## src/rtl/dcr_pkg.sv

```systemverilog
package dcr_pkg;
    localparam int NCH    = 2;
    localparam int ADDR_W = 9;
    localparam int DW     = 32;
    localparam int BE_W   = DW / 8;
    localparam int SCR_W  = 6;
    localparam int LCTL_W = 12;
    localparam int IEN_W  = 16;

    localparam logic [DW-1:0]    CFG_RST_VAL  = 32'h6515_0000;
    localparam logic [IEN_W-1:0] IEN_MASK     = 16'h3EED;
    localparam logic [DW-1:0]    LINK_UP_CODE = 32'h0000_0113;
    localparam int               CFG_IRQ_BIT  = 11;

    typedef enum logic {RS_IDLE, RS_PULSE} rs_state_t;

    typedef struct packed {
        logic [7:0]        cmd;
        logic [7:0]        sts;
        logic [SCR_W-1:0]  scr;
        logic [LCTL_W-1:0] lctl;
        logic [IEN_W-1:0]  ien;
        logic              irq;
    } chan_view_t;

    // byte registers: 8 bytes per channel, second alias window 16 bytes up
    function automatic logic [ADDR_W-1:0] bm_off(int ch, int win, int idx);
        return ADDR_W'(8 * ch + 16 * win + idx);
    endfunction

    function automatic logic [ADDR_W-1:0] cfg_off(int ch);
        return ADDR_W'(32'h0A0 + 32'h40 * ch);
    endfunction

    function automatic logic [ADDR_W-1:0] lctl_off(int ch);
        return ADDR_W'(32'h100 + 32'h80 * ch);
    endfunction

    function automatic logic [ADDR_W-1:0] lsts_off(int ch);
        return ADDR_W'(32'h104 + 32'h80 * ch);
    endfunction

    function automatic logic [ADDR_W-1:0] ien_off(int ch);
        return ADDR_W'(32'h148 + 32'h80 * ch);
    endfunction
endpackage

```

## src/rtl/dcr_rst_fsm.sv

```systemverilog
module dcr_rst_fsm
    import dcr_pkg::*;
(
    input  logic clk,
    input  logic rst_n,
    input  logic req,
    output logic pulse
);
    rs_state_t state_q, state_d;

    always_ff @(posedge clk or negedge rst_n) begin
        if (!rst_n) state_q <= RS_PULSE;
        else        state_q <= state_d;
    end

    always_comb begin
        unique case (state_q)
            RS_IDLE:  state_d = req ? RS_PULSE : RS_IDLE;
            RS_PULSE: state_d = req ? RS_PULSE : RS_IDLE;
            default:  state_d = RS_IDLE;
        endcase
    end

    always_comb begin
        pulse = (state_q == RS_PULSE);
    end
endmodule

```

## src/rtl/dcr_chan.sv

```systemverilog
module dcr_chan
    import dcr_pkg::*;
#(
    parameter int CH = 0
) (
    input  logic              clk,
    input  logic              rst_n,
    input  logic              wr_en,
    input  logic [ADDR_W-1:0] addr,
    input  logic [DW-1:0]     wdata,
    input  logic [BE_W-1:0]   be,
    input  logic              dma_active,
    input  logic              dma_error,
    input  logic              irq_in,
    output chan_view_t        view,
    output logic              rst_req
);
    localparam logic [ADDR_W-1:0] OFF_CMD_A = bm_off(CH, 0, 0);
    localparam logic [ADDR_W-1:0] OFF_CMD_B = bm_off(CH, 1, 0);
    localparam logic [ADDR_W-1:0] OFF_SCR_A = bm_off(CH, 0, 1);
    localparam logic [ADDR_W-1:0] OFF_SCR_B = bm_off(CH, 1, 1);
    localparam logic [ADDR_W-1:0] OFF_STS_A = bm_off(CH, 0, 2);
    localparam logic [ADDR_W-1:0] OFF_STS_B = bm_off(CH, 1, 2);
    localparam logic [ADDR_W-1:0] OFF_LCTL  = lctl_off(CH);
    localparam logic [ADDR_W-1:0] OFF_IEN   = ien_off(CH);

    logic [7:0]        cmd_q, sts_q, sts_base, sts_d;
    logic [SCR_W-1:0]  scr_q;
    logic [LCTL_W-1:0] lctl_q;
    logic [IEN_W-1:0]  ien_q;
    logic              irq_q;
    logic              byte_wr, hit_cmd, hit_scr, hit_sts, hit_lctl, hit_ien;
    logic              irq_rise;
    logic [7:0]        wbyte;

    assign wbyte    = wdata[7:0];
    assign byte_wr  = wr_en & be[0];
    assign hit_cmd  = byte_wr && (addr == OFF_CMD_A || addr == OFF_CMD_B);
    assign hit_scr  = byte_wr && (addr == OFF_SCR_A || addr == OFF_SCR_B);
    assign hit_sts  = byte_wr && (addr == OFF_STS_A || addr == OFF_STS_B);
    assign hit_lctl = wr_en && (addr == OFF_LCTL);
    assign hit_ien  = wr_en && (addr == OFF_IEN);
    assign irq_rise = irq_in & ~irq_q;
    assign rst_req  = hit_lctl & be[0] & wdata[0];

    // bus write first, then hardware sets on top so a set is never lost
    always_comb begin
        sts_base = sts_q;
        if (hit_sts) begin
            sts_base = (wbyte & 8'h60) | (sts_q & 8'h06 & ~wbyte);
        end
        sts_d    = sts_base;
        sts_d[0] = dma_active;
        sts_d[1] = sts_base[1] | dma_error;
        sts_d[2] = sts_base[2] | irq_rise;
    end

    always_ff @(posedge clk or negedge rst_n) begin
        if (!rst_n) begin
            cmd_q  <= '0;
            sts_q  <= '0;
            scr_q  <= '0;
            lctl_q <= '0;
            ien_q  <= '0;
            irq_q  <= 1'b0;
        end else begin
            sts_q <= sts_d;
            irq_q <= irq_in;
            if (hit_cmd) cmd_q <= wbyte;
            if (hit_scr) scr_q <= wbyte[SCR_W-1:0];
            if (hit_lctl && be[0]) lctl_q[7:0] <= wdata[7:0];
            if (hit_lctl && be[1]) lctl_q[LCTL_W-1:8] <= wdata[LCTL_W-1:8];
            if (hit_ien && be[2]) ien_q[7:0] <= wdata[23:16] & IEN_MASK[7:0];
            if (hit_ien && be[3]) ien_q[15:8] <= wdata[31:24] & IEN_MASK[15:8];
        end
    end

    always_comb begin
        view.cmd  = cmd_q;
        view.sts  = sts_q;
        view.scr  = scr_q;
        view.lctl = lctl_q;
        view.ien  = ien_q;
        view.irq  = irq_q;
    end

    logic unused_wdata;
    assign unused_wdata = ^wdata[15:LCTL_W];
endmodule

```

## src/rtl/dcr_rdmux.sv

```systemverilog
module dcr_rdmux
    import dcr_pkg::*;
(
    input  logic                      rd_en,
    input  logic [ADDR_W-1:0]         addr,
    input  chan_view_t [NCH-1:0]      views,
    input  logic [NCH-1:0]            dev_present,
    output logic [DW-1:0]             rdata
);
    always_comb begin
        rdata = '0;
        if (rd_en) begin
            for (int c = 0; c < NCH; c++) begin
                if (addr == bm_off(c, 0, 0)) rdata = {24'h0, views[c].cmd};
                if (addr == bm_off(c, 0, 1)) rdata = {26'h0, views[c].scr};
                if (addr == bm_off(c, 0, 2)) rdata = {24'h0, views[c].sts};
                if (addr == cfg_off(c)) begin
                    rdata = CFG_RST_VAL;
                    rdata[CFG_IRQ_BIT] = views[c].irq;
                end
                if (addr == lctl_off(c)) rdata = {20'h0, views[c].lctl};
                if (addr == lsts_off(c)) rdata = dev_present[c] ? LINK_UP_CODE : '0;
                if (addr == ien_off(c))  rdata = {views[c].ien, 16'h0};
            end
            if (addr == ADDR_W'(16)) begin
                rdata = {views[1].sts, views[0].sts, 8'h0, views[0].cmd};
                rdata[4]  = views[0].cmd[4] | views[0].irq;
                rdata[6]  = views[0].cmd[6] | views[1].irq;
                rdata[14] = views[1].sts[2];
            end
            if (addr == ADDR_W'(24)) begin
                rdata = {8'h0, views[1].sts, 8'h0, views[1].cmd};
                rdata[4] = views[1].cmd[4] | views[1].irq;
            end
        end
    end
endmodule

```

## src/rtl/dcr_bank.sv

```systemverilog
module dcr_bank
    import dcr_pkg::*;
(
    input  logic              clk,
    input  logic              rst_n,
    input  logic              wr_en,
    input  logic              rd_en,
    input  logic [ADDR_W-1:0] addr,
    input  logic [DW-1:0]     wdata,
    input  logic [BE_W-1:0]   be,
    output logic [DW-1:0]     rdata,
    input  logic [NCH-1:0]    dev_present,
    input  logic [NCH-1:0]    chan_irq_in,
    input  logic [NCH-1:0]    dma_active,
    input  logic [NCH-1:0]    dma_error,
    output logic [NCH-1:0]    chan_rst_pulse,
    output logic              irq_out
);
    chan_view_t [NCH-1:0] views;
    logic [NCH-1:0]       rst_req;
    logic [NCH-1:0]       irq_vec;

    for (genvar g = 0; g < NCH; g++) begin : g_ch
        dcr_chan #(.CH(g)) u_chan (
            .clk        (clk),
            .rst_n      (rst_n),
            .wr_en      (wr_en),
            .addr       (addr),
            .wdata      (wdata),
            .be         (be),
            .dma_active (dma_active[g]),
            .dma_error  (dma_error[g]),
            .irq_in     (chan_irq_in[g]),
            .view       (views[g]),
            .rst_req    (rst_req[g])
        );

        dcr_rst_fsm u_rst (
            .clk   (clk),
            .rst_n (rst_n),
            .req   (rst_req[g]),
            .pulse (chan_rst_pulse[g])
        );

        assign irq_vec[g] = views[g].irq;
    end

    dcr_rdmux u_rdmux (
        .rd_en       (rd_en),
        .addr        (addr),
        .views       (views),
        .dev_present (dev_present),
        .rdata       (rdata)
    );

    assign irq_out = |irq_vec;
endmodule

```

## config.mk

```make
export PLATFORM = sky130hd
export DESIGN_NAME = dcr_bank
export DESIGN_NICKNAME = d
export VERILOG_FILES = /design/src/rtl/dcr_pkg.sv /design/src/rtl/dcr_rst_fsm.sv /design/src/rtl/dcr_chan.sv /design/src/rtl/dcr_rdmux.sv /design/src/rtl/dcr_bank.sv
export SDC_FILE = /design/constraint.sdc
export NUM_CORES = 1
export LEC_CHECK = 0
export BUFFER_PORTS_ARGS = -buffer_cell sky130_fd_sc_hd__buf_2
export CORE_MARGIN = 2
export CORE_UTILIZATION = 47
export CTS_BUF_LIST = sky130_fd_sc_hd__clkbuf_8 sky130_fd_sc_hd__clkbuf_16
export DETAILED_ROUTE_END_ITERATION = 16
export PLACE_DENSITY = 0.7
export SETUP_SLACK_MARGIN = 0.2
export SLEW_MARGIN = 20
export SYNTH_ARGS = -nofsm -noshare
export SYNTH_HDL_FRONTEND = slang
export SYNTH_SLANG_ARGS = --single-unit
```

## constraint.sdc

```tcl
create_clock -name clk -period 2.9 [get_ports clk]
set_clock_uncertainty 0.2 [all_clocks]
set_input_delay 0.435 -clock clk [delete_from_list [all_inputs] [get_ports clk]]
set_output_delay 0.435 -clock clk [all_outputs]
set_load 0.02 [all_outputs]
```

==> impl_metrics.yaml, run 1 <==
synthesis:
  synth_simple_gate_area_frac: 0.1419
  synth_compound_area_frac: 0.1459
  synth-edff-count: 0
  ys_top_cells_by_area: "sky130_fd_sc_hd__dfrtp_1 46%, sky130_fd_sc_hd__mux2_2 18%, sky130_fd_sc_hd__nor2_1 2.7%, sky130_fd_sc_hd__nand2_1 2.5%, sky130_fd_sc_hd__a22oi_1 2.4%"
  synthesis.area_per_instance_um2: 10.97
  synth_xor_xnor_area_share: 0
  post-synth-top-area-cell: "sky130_fd_sc_hd__dfrtp_1"
  yosys_most_used_dff: "sky130_fd_sc_hd__dfrtp_1"
  proportion_of_netlist_area_held_by_the_largest_area_contributor: 0.4639
  synthMostInstantiatedCell: "sky130_fd_sc_hd__dfrtp_1"
  syn-cell-area_um2: 4639
  async_s_r_ff_share_synth: 1.000
  synth.yosys.seq_area_share: 0.4752
  dominant_combinational_cell_family_by_area_after_synthesis: "multiplexers"
  synthesis.yosys.warnings: 0
  synthCells: 423
  synthTopCellsByCount: "86 x sky130_fd_sc_hd__dfrtp_1, 74 x sky130_fd_sc_hd__mux2_2, 33 x sky130_fd_sc_hd__nor2_1, 31 x sky130_fd_sc_hd__nand2_1, 19 x sky130_fd_sc_hd__a21oi_1"
  synth_mux_area_frac: 0.1961
  synth_adder_area_share: 0
  ys_ff_latch: 88
  yosysUniqueCellTypes: 56
outcome:
  status: "completed"
routing:
  dr.first_iter.drc_count: 411
  routed_via_density: 5.961
  drtAntennaViolNets: 0
  wl_met3_mm: 1.256
  drt_drc_violations_left: 0
  routed-via-count: 4000
  wire_per_inst_um: 20.70
  wl_met1_mm: 5.611
  detail_route.first_pass.iterations: 8
  topRoutingLayerUsed: "met4"
  wl_met2_mm: 6.595
  wl_mm: 13.89
final_layout:
  area_overhead_of_the_layout_relative_to_synthesis_pct: 26.38
  count_of_filler_cells_inserted_in_the_layout: 821
  design.final.nets: 590
  antenna_cells_inserted: 0
  utilization: 0.6054
  layout_cell_share_with_drive_strength_beyond_1: 0.4758
critical_path:
  critical_path.startpoint_type: "input pin"
  worst_ep_required_time_ps: 2270
  arrival_ps: 2070
  timing.critical_path.max_delay_family: "simple AND/OR/NAND/NOR gates"
  critical_path.cell_chain: "buf_6, or4_4, nor3b_2, and3b_2, buf_4, a221oi_1, o21bai_2, buf_2"
  worst-setup-path-type: "input pin to output pin"
  setup.worst_path.end_class: "output pin"
  cpPeakStageDelay_ps: 570
  path_max_fanout: 5
  timing.critical_path.buf_inv: 3
  timing.critical_path.slowest_stage_cell: "sky130_fd_sc_hd__or4_4"
global_routing:
  grt_usage: 0.2674
  first_global_vias: 3921
  wire_length_of_the_first_global_routing_pass_mm: 20.91
  pin_count_of_the_biggest_net_entering_global_routing: 79
  grt_antenna_before_repair: 0
  global_route.overflow_total: 0
power_and_ir_drop:
  vdd_ir_drop_max_mv: 0.2217
  static-leakage-power_uw: 0.002808
  power_per_cell_area_nw_per_um2: 411.5
  fin_total_pwr_uw: 2413
die:
  std_cell_rows: 36
  initial_utilization: 0.4791
  io_pins: 92
  die_y_um: 103.4
  width_of_the_die_um: 103.4
  floorplan.core_area_um2: 9684
  die_outline_area_um2: 10680
clock_network:
  htree_levels: 3
  tritoncts.num_buffers: 9
  clock-root-buffer: "sky130_fd_sc_hd__clkbuf_8"
  clkLatencyLatePin_ps: 370
  tritoncts: "built"
  cts_max_path_buffers: 2
  clock_transition_time_at_the_flip_flop_clock_pins_of_the_worst_setup_and_hold_paths_ps: 80
  numClockSinks: 88
sta:
  slew_viol_final: 0
  setup_viol: 0
  final_hold_viol_count: 0
  layout_worst_path_cycle_share: 0.9327
  period_needed_ps: 2705
  fin_tns_setup_ps: 0
  max_freq_ghz: 0.3697
  relSlewSlack: 0.6022
  worstMarginPinSlew_ps: 595.2
  setup_repair_after_global_routing_missed_its_margin: "true"
  fin_ws_ps: 195.1
  holdWs_ps: 33.46
placement:
  port_buffers: 78
  detailed_place_hpwl_mm: 10.03
  finalWeightedCongestion: 1.006
  worst_slack_after_detailed_placement_ps: -11.77
run:
  max_capacitance_violation_count: 0
worst_hold_path:
  worst_hold_path_type: "input pin to register"
==> what timing repair did <==
| item | 4_1_cts | 5_1_grt |
|---|---|---|
| hold buffers | 4 | 1 |
| setup buffers | 1 | 6 |
| pin swaps | 4 | 7 |
| resized for setup | 22 | 23 |
| cloned | 0 | 0 |
| endpoints found under the hold margin | 4 | 19 |
| setup endpoints to repair | 24 | 21 |
==> where the power goes <==
| part | total (uW) | leakage (uW) | switching [uW] | internal, uW |
|---|---|---|---|---|
| logic | 226 | 0.00151 | 133 | 93.4 |
| clock network | 918 | 0.000114 | 439 | 479 |
| registers | 1270 | 0.00119 | 18.8 | 1250 |
| total | 2410 | 0.00281 | 590 | 1820 |
==> routing by layer <==
metal,vias to the layer above,global-route usage
met5,-,0
met4,0,0.1225
met3,37,0.05175
met2,220,0.4288
met1,1962,0.3519
li1,1781,-
==> stage by stage <==
| step | std cells | cell area, um2 |
|---|---|---|
| 2_1_floorplan | 426 | 4712 |
| 3_3_place_gp | 642 | 5386 |
| 3_5_place_dp | 642 | 5386 |
| 4_1_cts | 663 | 5713 |
| 5_1_grt | 671 | 5863 |
| 6_report | 671 | 5863 |
==> logic make-up after synthesis <==
family                 Yosys count
flip-flops                      88
other                            1
AO/OA/AOI/OAI                   99
multiplexers                    81
AND/OR/NAND/NOR                117
buffers and inverters           37
==> layout by cell type (no fill, tap or decap), types with 3 or more instances in the layout <==
cell type	count
sky130_fd_sc_hd__a31oi_2	4
sky130_fd_sc_hd__o21a_1	4
sky130_fd_sc_hd__buf_2	62
sky130_fd_sc_hd__buf_6	6
sky130_fd_sc_hd__a21oi_2	4
sky130_fd_sc_hd__nand2_1	30
sky130_fd_sc_hd__nor2_2	7
sky130_fd_sc_hd__o21ai_0	15
sky130_fd_sc_hd__conb_1	4
sky130_fd_sc_hd__dfrtp_1	86
sky130_fd_sc_hd__a21oi_1	15
sky130_fd_sc_hd__or3_1	4
sky130_fd_sc_hd__mux2_2	74
sky130_fd_sc_hd__mux2_1	5
sky130_fd_sc_hd__a22oi_1	15
sky130_fd_sc_hd__a22o_1	4
sky130_fd_sc_hd__nand3_1	5
sky130_fd_sc_hd__and3_1	8
sky130_fd_sc_hd__buf_4	50
sky130_fd_sc_hd__o221ai_1	5
sky130_fd_sc_hd__nor3_4	3
sky130_fd_sc_hd__a221oi_1	5
sky130_fd_sc_hd__o211ai_1	4
sky130_fd_sc_hd__dlygate4sd3_1	5
sky130_fd_sc_hd__clkinv_2	3
sky130_fd_sc_hd__nor2_1	26
sky130_fd_sc_hd__inv_1	8
sky130_fd_sc_hd__clkbuf_8	9
sky130_fd_sc_hd__a21o_1	3
==> worst paths after layout <==
| path | start | to | slack (ps) | cells past startpoint |
|---|---|---|---|---|
| setup reg to reg | g_ch[1].u_chan.sts_q[6] | g_ch[1].u_chan.sts_q[6] | 1860 | 1 |
| setup / recovery | addr[2] | rdata[26] | 200 | 8 |
| max in group asynchronous | rst_n | g_ch[0].u_chan.lctl_q[1] | 1510 | 4 |
| min in group asynchronous | rst_n | g_ch[0].u_chan.ien_q[2] | 280 | 2 |
| hold / removal | dma_error[1] | g_ch[1].u_chan.sts_q[1] | 30 | 2 |
| hold reg to reg | g_ch[0].u_chan.lctl_q[0] | g_ch[0].u_chan.lctl_q[0] | 300 | 1 |
==> sequential cells by signal, indices dropped and copies added, names as in the netlist <==
register	flops
g_ch.u_chan.cmd_q	16
g_ch.u_chan.ien_q	22
g_ch.u_chan.irq_q	2
g_ch.u_chan.lctl_q	24
g_ch.u_chan.scr_q	12
g_ch.u_chan.sts_q	10
g_ch.u_rst.pulse	2
==> cell type report <==
class                      count  area [um2]  share of cell area
multi-input combinational    301        2396              0.4087
sequential                    88        2205              0.3760
timing repair buffer         126       858.3              0.1464
tap                          133       166.4             0.02838
clock buffer                   9       123.9             0.02113
clock inverter                 7       87.58             0.01494
inverter                       7       26.28            0.004481
No activity file was read; power rests on OpenSTA's default activity.
==> run 2, diff against run 1 <==
CORE_MARGIN = not set   (was 2)
==> impl_metrics.yaml, run 2 (synthesized netlist as in run 1, its figures left out) <==
critical_path:
  timing.critical_path.slowest_stage_cell: "sky130_fd_sc_hd__or4_4"
  critical_path.startpoint_type: "input pin"
  critical_path_source: "addr[3]"
  cpPeakStageDelay_ps: 580
  register_to_register_path_setup_slack_ps: 1860
  worst-setup-path-type: "input pin to output pin"
  setup.worst_path.end_class: "output pin"
  worst_ep_required_time_ps: 2270
  timing.rr.start: "g_ch[1].u_chan.sts_q[5]"
  cp.depth: 8
  arrival_ps: 2090
  timing.critical_path.buf_inv: 3
  path_max_fanout: 4
  critical_path.cell_chain: "buf_8, or4_4, nor3b_4, and3b_2, buf_4, a222oi_1, nor2_2, buf_6"
  timing.critical_path.max_delay_family: "simple AND/OR/NAND/NOR gates"
  r2r_cells: 1
  worstReg2RegEnd: "g_ch[1].u_chan.sts_q[5]"
  critPathCapture: "rdata[11]"
run:
  max_capacitance_violation_count: 0
final_layout:
  layout_commonest_cell: "sky130_fd_sc_hd__dfrtp_1"
  reg.largest.list: "g_ch.u_chan.lctl_q (24), g_ch.u_chan.ien_q (22), g_ch.u_chan.cmd_q (16)"
  design.final.nets: 584
  most_frequent_cells_in_the_layout: "86 x sky130_fd_sc_hd__dfrtp_1, 74 x sky130_fd_sc_hd__mux2_2, 62 x sky130_fd_sc_hd__buf_2"
  final_cell_area_um2: 5853
  largest-register: "g_ch.u_chan.lctl_q"
  layout_cell_share_with_drive_strength_beyond_1: 0.4850
  antenna_cells_inserted: 0
  area_overhead_of_the_layout_relative_to_synthesis_pct: 26.16
  largest_register_ffs: 24
  count_of_filler_cells_inserted_in_the_layout: 788
placement:
  detailed_place_hpwl_mm: 9.673
  port_buffers: 78
  finalWeightedCongestion: 0.9318
  placed_cell_area_um2: 5381
  worst_slack_after_detailed_placement_ps: 18.73
routing:
  wire_per_inst_um: 19.74
  dr.first_iter.drc_count: 231
  routed-via-count: 3852
  wl_mm: 13.05
  routed_via_density: 5.828
  drtAntennaViolNets: 0
  detail_route.first_pass.iterations: 4
  drt_drc_violations_left: 0
sta:
  fin_tns_setup_ps: 0
  period_needed_ps: 2727
  setup_repair_after_global_routing_missed_its_margin: "true"
  max_freq_ghz: 0.3666
  slew_viol_final: 0
  layout_worst_path_cycle_share: 0.9405
  relSlewSlack: 0.6243
  worstMarginPinSlew_ps: 563.6
  final_hold_viol_count: 0
  fin_ws_ps: 172.6
  setup_viol: 0
global_routing:
  grt_antenna_before_repair: 0
  grt_usage: 0.2695
  wire_length_of_the_first_global_routing_pass_mm: 20.31
  global_route.overflow_total: 0
  pin_count_of_the_biggest_net_entering_global_routing: 47
  first_global_vias: 3785
die:
  width_of_the_die_um: 101.4
  initial_utilization: 0.4928
  die_y_um: 101.4
  std_cell_rows: 35
  floorplan.core_area_um2: 9415
  io_pins: 92
  die_outline_area_um2: 10270
power_and_ir_drop:
  static-leakage-power_uw: 0.002778
  fin_total_pwr_uw: 2334
  vdd_ir_drop_max_mv: 0.2170
  power_per_cell_area_nw_per_um2: 398.8
clock_network:
  htree_levels: 3
  numClockSinks: 88
  clock-root-buffer: "sky130_fd_sc_hd__clkbuf_8"
  tritoncts: "built"
  clock_transition_time_at_the_flip_flop_clock_pins_of_the_worst_setup_and_hold_paths_ps: 80
  tritoncts.num_buffers: 9
  clkLatencyLatePin_ps: 350
  cts_max_path_buffers: 2
worst_hold_path:
  worst_hold_path_type: "input pin to register"
outcome:
  status: "completed"
run 2: cell count changes in the layout (fill, tap and decap cells not counted), sizes merged:
cell	before	now
inv	8	9
buf	120	115
clkinv	4	1
clkinvlp	0	2
bufinv	2	1
run 2: area by class of cell:
| type | count | area [um2] | area share |
|---|---|---|---|
| tap | 129 | 161.4 | 0.02758 |
| timing repair buffer | 120 | 812.0 | 0.1387 |
| clock inverter | 6 | 61.31 | 0.01047 |
| sequential | 88 | 2205 | 0.3767 |
| multi-input combinational | 301 | 2450 | 0.4186 |
| clock buffer | 10 | 137.6 | 0.02351 |
| inverter | 7 | 26.28 | 0.004489 |
run 2: repair_timing:
| action | in CTS | in global routing |
|---|---|---|
| buffers inserted | 0 | 2 |
| setup endpoints to repair | 19 | 18 |
| hold buffers | 5 | 0 |
| resized for setup | 25 | 37 |
| pin swaps | 5 | 11 |
| hold endpoints to repair | 45 | 0 |
run 2: per-layer routing:
layer,share of wire,routed length [um],up-vias,track usage
li1,-,-,1772,-
met1,0.45,5887,1896,0.3737
met2,0.46,6039,156,0.4186
met3,0.057,740,28,0.04279
met4,0.029,382,0,0.1215
met5,0,0,-,0
run 2: metrics by stage:
stage	utilization	hold WS, ps	instances
finish	0.6217	58.05	661
global route	0.6217	43.38	661
CTS	0.6064	45.82	659
detailed placement	0.5716	265.2	638
global placement	0.5716	258.7	638
floorplan	-	-60.59	426
run 2: power by group:
| part | internal (uW) | switching (uW) |
|---|---|---|
| registers | 1250 | 18.7 |
| clock network | 417 | 427 |
| logic | 89.9 | 131 |
| total | 1760 | 577 |
run 2: how the worst min path moves through the flow:
stage / startpoint / to / slack, ps / cells past startpoint
finish: dma_error[1] / g_ch[1].u_chan.sts_q[1] / 60 / 2
global route: dma_error[1] / g_ch[1].u_chan.sts_q[1] / 40 / 2
CTS: dma_error[1] / g_ch[1].u_chan.sts_q[1] / 50 / 2
detailed placement: rst_n / g_ch[1].u_chan.sts_q[1] / 270 / 1
global placement: rst_n / g_ch[0].u_chan.irq_q / 260 / 1
floorplan: rst_n / g_ch[0].u_chan.cmd_q[0] / -60 / 0
==> run 3, diff against run 2 <==
CORE_ASPECT_RATIO = 1.4   (was not set)
GPL_ROUTABILITY_DRIVEN = 0   (was not set)
TNS_END_PERCENT = 30   (was not set)
==> impl_metrics.yaml, run 3 (synthesized netlist as in run 1, its figures left out) <==
power_and_ir_drop:
  internal_power_uw: 1959
  power_frac_clock: 0.422
  power_per_cell_area_nw_per_um2: 438.9
  seq_power_share: 0.493
  p_sw_frac: 0.2407
  vdd_ir_drop_max_mv: 0.3417
  static-leakage-power_uw: 0.002818
  p_switching_uw: 621.0
  comb_power_share: 0.086
critical_path:
  timing.rr.start: "g_ch[1].u_chan.cmd_q[4]"
  arrival_ps: 2090
  path_max_fanout: 6
  r2r_cells: 1
  setup.worst_path.end_class: "output pin"
  worst-setup-path-type: "input pin to output pin"
  register_to_register_path_setup_slack_ps: 1880
  worstReg2RegEnd: "g_ch[1].u_chan.cmd_q[4]"
  critical_path.startpoint_type: "input pin"
  critical_path_source: "addr[3]"
  critPathCapture: "rdata[29]"
  worst_ep_required_time_ps: 2270
sta:
  max_freq_ghz: 0.3666
  fin_tns_setup_ps: 0
  slew_viol_final: 0
  period_needed_ps: 2728
  final_hold_viol_count: 0
  setup_viol: 0
  worstMarginPinSlew_ps: 541.2
  setup_repair_after_global_routing_missed_its_margin: "true"
  relSlewSlack: 0.6383
  layout_worst_path_cycle_share: 0.9406
final_layout:
  layout_cell_share_with_drive_strength_beyond_1: 0.4654
  reg.largest.list: "g_ch.u_chan.lctl_q (24), g_ch.u_chan.ien_q (22), g_ch.u_chan.cmd_q (16)"
  antenna_cells_inserted: 0
  largest_register_ffs: 24
  utilization: 0.6181
  most_frequent_cells_in_the_layout: "86 x sky130_fd_sc_hd__dfrtp_1, 74 x sky130_fd_sc_hd__mux2_2, 68 x sky130_fd_sc_hd__buf_2"
  area_overhead_of_the_layout_relative_to_synthesis_pct: 26.73
  design.final.nets: 587
  layout_commonest_cell: "sky130_fd_sc_hd__dfrtp_1"
  largest-register: "g_ch.u_chan.lctl_q"
routing:
  routed_via_density: 5.847
  routed-via-count: 3900
  wl_mm: 13.22
  detail_route.first_pass.iterations: 5
  drtAntennaViolNets: 0
  wire_per_inst_um: 19.82
  dr.first_iter.drc_count: 342
  drt_drc_violations_left: 0
clock_network:
  tritoncts.num_buffers: 9
  cts_max_path_buffers: 2
  htree_levels: 3
  numClockSinks: 88
  clock_transition_time_at_the_flip_flop_clock_pins_of_the_worst_setup_and_hold_paths_ps: 60
  clkLatencyLatePin_ps: 350
  tritoncts: "built"
  clock-root-buffer: "sky130_fd_sc_hd__clkbuf_16"
die:
  std_cell_rows: 42
  initial_utilization: 0.4878
  die_y_um: 119.6
  floorplan.core_area_um2: 9512
  width_of_the_die_um: 85.97
  io_pins: 92
  die_outline_area_um2: 10280
global_routing:
  global_route.overflow_total: 0
  pin_count_of_the_biggest_net_entering_global_routing: 51
  grt_antenna_before_repair: 0
  wire_length_of_the_first_global_routing_pass_mm: 20.88
  first_global_vias: 3916
  grt_usage: 0.2722
worst_hold_path:
  worst_hold_path_type: "input pin to register"
  min_from: "chan_irq_in[0]"
outcome:
  status: "completed"
placement:
  port_buffers: 78
  detailed_place_hpwl_mm: 9.656
run:
  max_capacitance_violation_count: 0
run 3: changes by cell type in the layout (fill, tap and decap cells not counted), sizes merged:
cell | previous run | this run
clkinv | 1 | 0
buf | 115 | 119
clkbuf | 10 | 11
dlygate4sd3 | 5 | 4
inv | 9 | 10
bufinv | 1 | 0
run 3: layer usage:
layer	wire length (um)	vias to the layer above	global-route usage
li1	-	1780	-
met1	5383	1906	0.3459
met2	6485	179	0.4330
met3	970	35	0.07290
met4	381	0	0.1208
met5	0	-	0
run 3: worst max-delay path, stage by stage:
cell and delay [ps]:
sky130_fd_sc_hd__buf_2 120, sky130_fd_sc_hd__or4_4 580, sky130_fd_sc_hd__nor3b_2 220, sky130_fd_sc_hd__and3b_2 310, sky130_fd_sc_hd__inv_1 110, sky130_fd_sc_hd__a31oi_4 160
sky130_fd_sc_hd__buf_4 160
run 3: how the worst min path moves through the flow:
stage          cells after the start                      end  slack (ps)
2_1_floorplan                      0  g_ch[0].u_chan.cmd_q[0]         -60
3_3_place_gp                       1  g_ch[0].u_chan.ien_q[7]         230
3_5_place_dp                       1  g_ch[1].u_chan.ien_q[7]         240
4_1_cts                            1     g_ch[0].u_chan.irq_q           3
5_1_grt                            1     g_ch[0].u_chan.irq_q           7
6_report                           1     g_ch[0].u_chan.irq_q           7
run 3: area by class of cell:
class / count / area (um2)
clock buffer: 11 / 252.7
clock inverter: 5 / 26.28
fill: 782 / 3632
inverter: 7 / 26.28
multi-input combinational: 301 / 2390
sequential: 88 / 2205
tap: 132 / 165.2
timing repair buffer: 123 / 814.5
run 3: power groups by stage:
stage	registers, uW	logic [uW]	clock network (uW)
after CTS	1270	212	1100
after global routing	1270	238	1150
after detailed placement	1290	202	0
after floorplan	1290	91.3	0
final	1270	221	1090
after global placement	1290	197	0
run 3: repair_timing:
action                                 CTS  global route
pin swaps                                3             6
setup endpoints to repair               22            21
hold buffers                             4             0
resized for setup                       15            30
endpoints found under the hold margin   41             0
buffers inserted                         1             4
run 3: through the flow:
stage,setup slack (ps),instance area [um2],total power (uW),hold WS (ps),cells
floorplan,119.0,4677,1377,-60.59,426
global placement,-26.15,5370,1489,232.3,642
detailed placement,-24.04,5370,1495,242.1,642
CTS,157.6,5742,2583,3.424,663
global route,129.9,5879,2662,6.709,667
finish,172.3,5879,2580,6.569,667
